<file path="src/rtl/win_wdog_pkg.sv">
package win_wdog_pkg;

  typedef enum logic [2:0] {
    PH_IDLE    = 3'd0,
    PH_GRACE_C = 3'd1,
    PH_GRACE_O = 3'd2,
    PH_CLOSED  = 3'd3,
    PH_OPEN    = 3'd4
  } phase_e;

  // Strobes from control to datapath
  typedef struct packed {
    logic clrTimers;   // restart prescaler and window counter
    logic countEn;     // prescaler runs
    logic useOpen;     // compare window counter with open code
    logic graceClr;    // reset grace period counter
    logic graceStep;   // one grace period finished
    logic capturePd;   // store shutdown mode
  } dpCtl_t;

endpackage

</file>
<file path="src/rtl/win_wdog_dp.sv">
module win_wdog_dp
  import win_wdog_pkg::*;
#(
  parameter int TICK_DIV   = 27000,
  parameter int CODE_W     = 8,
  parameter int KEY_W      = 8,
  parameter int MODE_W     = 2,
  parameter int GRACE_LONG = 8
) (
  input  logic              clk,
  input  logic              rstN,
  input  dpCtl_t            ctl,
  input  logic              graceLong,
  input  logic [CODE_W-1:0] closeCode,
  input  logic [CODE_W-1:0] openCode,
  input  logic [KEY_W-1:0]  cfgKey,
  input  logic [KEY_W-1:0]  svcData,
  input  logic [MODE_W-1:0] cfgPdMode,
  output logic              winEnd,
  output logic              graceDone,
  output logic              keyMatch,
  output logic [MODE_W-1:0] pdMode
);

  localparam int PRE_W = (TICK_DIV > 1) ? $clog2(TICK_DIV) : 1;
  localparam int GC_W  = (GRACE_LONG > 1) ? $clog2(GRACE_LONG) : 1;
  localparam logic [PRE_W-1:0] PRE_LAST   = PRE_W'(TICK_DIV - 1);
  localparam logic [GC_W-1:0]  GRACE_LAST = GC_W'(GRACE_LONG - 1);

  logic [PRE_W-1:0]  preCnt;
  logic [CODE_W-1:0] winCnt;
  logic [GC_W-1:0]   graceCnt;
  logic [CODE_W-1:0] curCode;
  logic              tick;

  assign tick    = ctl.countEn && (preCnt == PRE_LAST);
  assign curCode = ctl.useOpen ? openCode : closeCode;
  assign winEnd  = tick && (winCnt == curCode);

  always_ff @(posedge clk or negedge rstN) begin
    if (!rstN) begin
      preCnt <= '0;
    end else if (ctl.clrTimers) begin
      preCnt <= '0;
    end else if (tick) begin
      preCnt <= '0;
    end else if (ctl.countEn) begin
      preCnt <= preCnt + 1'b1;
    end
  end

  always_ff @(posedge clk or negedge rstN) begin
    if (!rstN) begin
      winCnt <= '0;
    end else if (ctl.clrTimers) begin
      winCnt <= '0;
    end else if (tick) begin
      winCnt <= winCnt + 1'b1;
    end
  end

  always_ff @(posedge clk or negedge rstN) begin
    if (!rstN) begin
      graceCnt <= '0;
    end else if (ctl.graceClr) begin
      graceCnt <= '0;
    end else if (ctl.graceStep) begin
      graceCnt <= graceCnt + 1'b1;
    end
  end

  assign graceDone = graceLong ? (graceCnt == GRACE_LAST) : 1'b1;

  assign keyMatch = (svcData == cfgKey);

  always_ff @(posedge clk or negedge rstN) begin
    if (!rstN) begin
      pdMode <= '0;
    end else if (ctl.capturePd) begin
      pdMode <= cfgPdMode;
    end
  end

endmodule

</file>
<file path="src/rtl/win_wdog_ctrl.sv">
module win_wdog_ctrl
  import win_wdog_pkg::*;
#(
  parameter int GRACE_W = 3
) (
  input  logic               clk,
  input  logic               rstN,
  input  logic               cfgEnable,
  input  logic               cfgSleepGate,
  input  logic               sleepIn,
  input  logic [GRACE_W-1:0] cfgGraceSel,
  input  logic               svcValid,
  input  logic               flagClr,
  input  logic               winEnd,
  input  logic               graceDone,
  input  logic               keyMatch,
  output dpCtl_t             ctl,
  output logic               graceLong,
  output logic               openWin,
  output logic               earlyFlag,
  output logic               keyFlag,
  output logic               missFlag,
  output logic               pdReq
);

  phase_e phase, phaseNxt;
  logic   active;
  logic   earlyEv, keyEv, missEv, anyEv;

  assign active    = cfgEnable && !(cfgSleepGate && sleepIn);
  assign graceLong = (cfgGraceSel != '0);

  always_comb begin
    phaseNxt = phase;
    ctl      = '0;
    earlyEv  = 1'b0;
    keyEv    = 1'b0;
    missEv   = 1'b0;
    ctl.countEn = (phase != PH_IDLE);
    ctl.useOpen = (phase == PH_GRACE_O) || (phase == PH_OPEN);
    if (!active) begin
      phaseNxt      = PH_IDLE;
      ctl.clrTimers = 1'b1;
      ctl.graceClr  = 1'b1;
    end else begin
      case (phase)
        PH_IDLE: begin
          phaseNxt      = PH_GRACE_C;
          ctl.clrTimers = 1'b1;
          ctl.graceClr  = 1'b1;
        end
        PH_GRACE_C: begin
          if (winEnd) begin
            phaseNxt      = PH_GRACE_O;
            ctl.clrTimers = 1'b1;
          end
        end
        PH_GRACE_O: begin
          if (winEnd) begin
            ctl.clrTimers = 1'b1;
            if (graceDone) begin
              phaseNxt = PH_CLOSED;
            end else begin
              phaseNxt      = PH_GRACE_C;
              ctl.graceStep = 1'b1;
            end
          end
        end
        PH_CLOSED: begin
          if (svcValid) begin
            ctl.clrTimers = 1'b1;
            earlyEv       = keyMatch;
            keyEv         = !keyMatch;
          end else if (winEnd) begin
            phaseNxt      = PH_OPEN;
            ctl.clrTimers = 1'b1;
          end
        end
        PH_OPEN: begin
          if (svcValid) begin
            phaseNxt      = PH_CLOSED;
            ctl.clrTimers = 1'b1;
            keyEv         = !keyMatch;
          end else if (winEnd) begin
            phaseNxt      = PH_CLOSED;
            ctl.clrTimers = 1'b1;
            missEv        = 1'b1;
          end
        end
        default: begin
          phaseNxt      = PH_IDLE;
          ctl.clrTimers = 1'b1;
          ctl.graceClr  = 1'b1;
        end
      endcase
    end
    anyEv         = earlyEv || keyEv || missEv;
    ctl.capturePd = anyEv;
  end

  always_ff @(posedge clk or negedge rstN) begin
    if (!rstN) begin
      phase     <= PH_IDLE;
      earlyFlag <= 1'b0;
      keyFlag   <= 1'b0;
      missFlag  <= 1'b0;
      pdReq     <= 1'b0;
    end else begin
      phase     <= phaseNxt;
      earlyFlag <= (earlyFlag && !flagClr) || earlyEv;
      keyFlag   <= (keyFlag && !flagClr) || keyEv;
      missFlag  <= (missFlag && !flagClr) || missEv;
      pdReq     <= anyEv;
    end
  end

  assign openWin = (phase == PH_OPEN);

endmodule

</file>
<file path="src/rtl/win_wdog.sv">
module win_wdog
  import win_wdog_pkg::*;
#(
  parameter int TICK_DIV   = 27000,
  parameter int CODE_W     = 8,
  parameter int KEY_W      = 8,
  parameter int MODE_W     = 2,
  parameter int GRACE_W    = 3,
  parameter int GRACE_LONG = 8
) (
  input  logic               clk,
  input  logic               rstN,
  input  logic               cfgEnable,
  input  logic               cfgSleepGate,
  input  logic               sleepIn,
  input  logic [CODE_W-1:0]  cfgCloseCode,
  input  logic [CODE_W-1:0]  cfgOpenCode,
  input  logic [KEY_W-1:0]   cfgKey,
  input  logic [GRACE_W-1:0] cfgGraceSel,
  input  logic [MODE_W-1:0]  cfgPdMode,
  input  logic               cfgRstEn,
  input  logic               svcValid,
  input  logic [KEY_W-1:0]   svcData,
  input  logic               flagClr,
  output logic               openWin,
  output logic               earlyFlag,
  output logic               keyFlag,
  output logic               missFlag,
  output logic               irq,
  output logic               rstReq,
  output logic               pdReq,
  output logic [MODE_W-1:0]  pdMode
);

  dpCtl_t ctl;
  logic   winEnd, graceDone, keyMatch, graceLong;

  win_wdog_ctrl #(.GRACE_W(GRACE_W)) u_ctrl (
    .clk(clk), .rstN(rstN), .cfgEnable(cfgEnable), .cfgSleepGate(cfgSleepGate),
    .sleepIn(sleepIn), .cfgGraceSel(cfgGraceSel), .svcValid(svcValid),
    .flagClr(flagClr), .winEnd(winEnd), .graceDone(graceDone), .keyMatch(keyMatch),
    .ctl(ctl), .graceLong(graceLong), .openWin(openWin), .earlyFlag(earlyFlag),
    .keyFlag(keyFlag), .missFlag(missFlag), .pdReq(pdReq)
  );

  win_wdog_dp #(
    .TICK_DIV(TICK_DIV), .CODE_W(CODE_W), .KEY_W(KEY_W),
    .MODE_W(MODE_W), .GRACE_LONG(GRACE_LONG)
  ) u_dp (
    .clk(clk), .rstN(rstN), .ctl(ctl), .graceLong(graceLong),
    .closeCode(cfgCloseCode), .openCode(cfgOpenCode), .cfgKey(cfgKey),
    .svcData(svcData), .cfgPdMode(cfgPdMode), .winEnd(winEnd),
    .graceDone(graceDone), .keyMatch(keyMatch), .pdMode(pdMode)
  );

  assign irq    = earlyFlag || keyFlag || missFlag;
  assign rstReq = irq && cfgRstEn;

endmodule

</file>
<file path="config.mk">
export PLATFORM = sky130hd
export DESIGN_NAME = win_wdog
export DESIGN_NICKNAME = d
export VERILOG_FILES = /design/src/rtl/win_wdog_pkg.sv /design/src/rtl/win_wdog_dp.sv /design/src/rtl/win_wdog_ctrl.sv /design/src/rtl/win_wdog.sv
export SDC_FILE = /design/constraint.sdc
export NUM_CORES = 1
export LEC_CHECK = 0
export BUFFER_PORTS_ARGS = -buffer_cell sky130_fd_sc_hd__buf_2
export CAP_MARGIN = 10
export CORE_MARGIN = 8
export CORE_UTILIZATION = 58
export DETAILED_ROUTE_END_ITERATION = 8
export PLACE_DENSITY = 0.92
export SLEW_MARGIN = 0
export SYNTH_ARGS = -nofsm -noshare
export SYNTH_HDL_FRONTEND = slang
export SYNTH_SLANG_ARGS = --single-unit
</file>
<file path="constraint.sdc">
create_clock -name clk -period 5.3 [get_ports clk]
set_input_delay 0.265 -clock clk [delete_from_list [all_inputs] [get_ports clk]]
set_output_delay 0.265 -clock clk [all_outputs]
set_load 0.005 [all_outputs]
</file>
==> flow_summary_export.csv <==
group,metric,value,unit
cts,cts.sinks,35,
logic_synthesis,ys_ff_latch,35,
setup_path,path_class,"reg2reg",
power_and_ir_drop,vdd_drop_max,0.000148,V
grt,busiest_layer,"met2",
placement,detailed_place_hpwl,3910,µm
drt,post_drt_wl_per_cell,14.4,µm
logic_synthesis,synth_area_per_cell,8.77,µm²
floorplan,io_pins,54,
final_layout,syn_to_final_growth,16.5,%
timing,final_max_slew_viol_count,0,
timing,fin_ws,2.51,ns
cts,clk_pin_slew,0.07,ns
setup_path,crit_path_start_kind,"flip-flop",
timing,hold_viol_final,0,
final_layout,stdcell_count,351,
logic_synthesis,syn-num-nets,301,
grt,use_met1,0.184,
grt,gr-total-overflow,0,
grt,grt_pass1_wl,8550,µm
cts,cts_buffer_depth,2,
setup_path,timing.rr.start,"u_ctrl.phase[2]",
logic_synthesis,synth-warning-count,0,
drt,drt_iter0_drc,139,
timing,period_needed,2.79,ns
logic_synthesis,synthTopCellsByArea,"dfrtp_1 40%, xor2_1 9.1%, nor2_1 6.8%, xnor2_1 4.0%, nand3_1 3.6%",
timing,post-route-period-util,0.526,
setup_path,endpoint_kind,"flip-flop",
worst_hold_path,hold_path_class,"in2async",
logic_synthesis,ys.flop_type,"dfrtp_1",
placement,place.gp.congestion,0.861,
status,status,"complete, no violations",
setup_path,worstPathArrival,2.95,ns
grt,grt_max_degree,36,
grt,grtUsageMet3,0.0611,
grt,antenna_found_initial,0,
cts,cts.repair.resized,0,
timing,setup_violations,0,
logic_synthesis,synth_area_leader_cell,"dfrtp_1",
logic_synthesis,syn-cell-area,2210,µm²
grt,groute.usage.overall,0.167,
drt,dr.pass1.iters,4,
drt,vias,1969,
floorplan,core,3660,µm²
placement,port_buffers,53,
logic_synthesis,synthArstFlopShare,1.00,
logic_synthesis,synthDistinctLibCells,45,
logic_synthesis,yosysSeqAreaShare,0.396,
power_and_ir_drop,power_leakage,1.23,nW
cts,cts_root_buf,"clkbuf_8",
floorplan,rows,22,
timing,max_slew_margin,0.357,
timing,rsz0062_at_grt,"false",
logic_synthesis,synthDominantCellAreaShare,0.396,
logic_synthesis,synth_edf_count,0,
job,max_cap_violations,0,
drt,routed_wl,5060,µm
final_layout,fin_nets,353,
cts,clock_latency,0.29,ns
floorplan,die_width,77.7,µm
final_layout,drive_above_1_share,0.218,
cts,htreeDepth,2,
cts,cts_setup_buffers,0,
timing,worst_pin_slew,0.959,ns
setup_path,cp-startpoint,"u_ctrl.phase[2]",
final_layout,diodes,0,
floorplan,initial_utilization,0.604,
final_layout,layout_commonest_cell,"buf_2",
setup_path,cp_max_fo,12,
timing,fin_skew,0.0106,ns
drt,viasPerCell,5.61,
cts,tritoncts,"done",
power_and_ir_drop,cellPowerDensity,204,nW/µm²
final_layout,mostFrequentLayoutCells,"53 x buf_2, 40 x nor2_1, 35 x dfrtp_1, 23 x xor2_1, 18 x nand2_1",
placement,post-place-ws,2.55,ns
floorplan,die_h,77.7,µm
cts,holdBufCountCts,0,
placement,placed_area,2500,µm²
drt,drcViolationCount,0,
final_layout,final_util,0.703,
floorplan,die-area,6040,µm²
placement,dp_cells,345,
setup_path,required,5.46,ns
grt,met2_usage,0.285,
timing,clock.fmax,0.359,GHz
cts,numCtsBuffers,5,
timing,finalSetupTns,0,ns
logic_synthesis,syn_inst,252,
drt,ant_nets,0,
final_layout,fin_area,2570,µm²
grt,grt_pass1_vias,1962,
[routing by layer]
metal	wire length, µm	vias to the layer above
met1	2110	918
met4	122	0
li1	-	970
met2	2410	67
met3	409	14
met5	0	-
[power by group]
group	internal (mW)	switching (mW)
clock	0.0874	0.0876
combinational	0.0315	0.0407
sequential	0.272	0.00673
[final cells by class]
class,instances,area (µm²)
Timing Repair Buffer,53,265
Clock buffer,6,72.6
Sequential cell,35,876
Tap cell,48,60.1
Multi-Input combinational cell,194,1240
Inverter,15,56.3
Fill cell,282,1090
[flip-flops by register name, summed over array words and instances, names as in the netlist]
signal            cells
u_ctrl.pdReq          1
u_dp.graceCnt         3
u_ctrl.keyFlag        1
u_dp.winCnt           8
u_ctrl.phase          3
u_ctrl.earlyFlag      1
u_dp.preCnt          15
u_ctrl.missFlag       1
u_dp.pdMode           2
[cells by family after synthesis]
logic type | Yosys count | synth area share
muxes | 7 | 0.0340
adders and majority gates | 4 | 0.0226
xor gates and xnor gates | 34 | 0.138
and+or+nand+nor | 117 | 0.269
buffers and inverters | 23 | 0.0407
AOI/OAI and AO/OA | 32 | 0.0996
DFF | 35 | 0.396
[through the flow]
stage | hold WS (ns) | total power, mW
after floorplan | -0.0306 | 0.321
after global placement | 0.376 | 0.353
after detailed placement | 0.381 | 0.356
after CTS | 0.0714 | 0.531
after global routing | 0.117 | 0.550
final | 0.0447 | 0.526
[synthesized netlist by cell type, types with 2 or more instances]
cell type  count
nor2_1        40
dfrtp_1       35
xor2_1        23
nand2_1       18
nand3_1       16
inv_1         14
xnor2_1       10
clkbuf_1       7
o21ai_0        7
a21oi_1        6
and2_1         6
and3_1         6
nor3_1         6
nand4_1        5
ha_1           4
nor4_1         4
o22ai_1        4
and4_1         3
mux2_1         3
mux2i_1        3
nand2b_1       3
o211ai_1       3
a21o_1         2
nor3b_1        2
or3_1          2
[worst paths after layout]
| path | end | slack (ns) | cells after the start |
|---|---|---|---|
| setup / recovery | u_dp.pdMode[0] | 2.51 | 7 |
| hold / removal | u_dp.preCnt[2] | 0.04 | 1 |
| setup reg to reg | u_dp.pdMode[0] | 2.51 | 7 |
| hold reg to reg | u_dp.preCnt[0] | 0.48 | 1 |
| max in group asynchronous | u_dp.winCnt[2] | 4.77 | 1 |
| min in group clk | u_ctrl.earlyFlag | 0.18 | 2 |
[critical path, cell delays in order, from the launching register on]
cell and delay (ns):
dfrtp_1 0.60, xor2_2 0.27, nand2_1 0.17, o32ai_2 0.27
o22ai_1 0.18, nor4_4 0.55, a31oi_1 0.24, mux2_1 0.37
No activity file was read; power rests on OpenSTA's default activity.
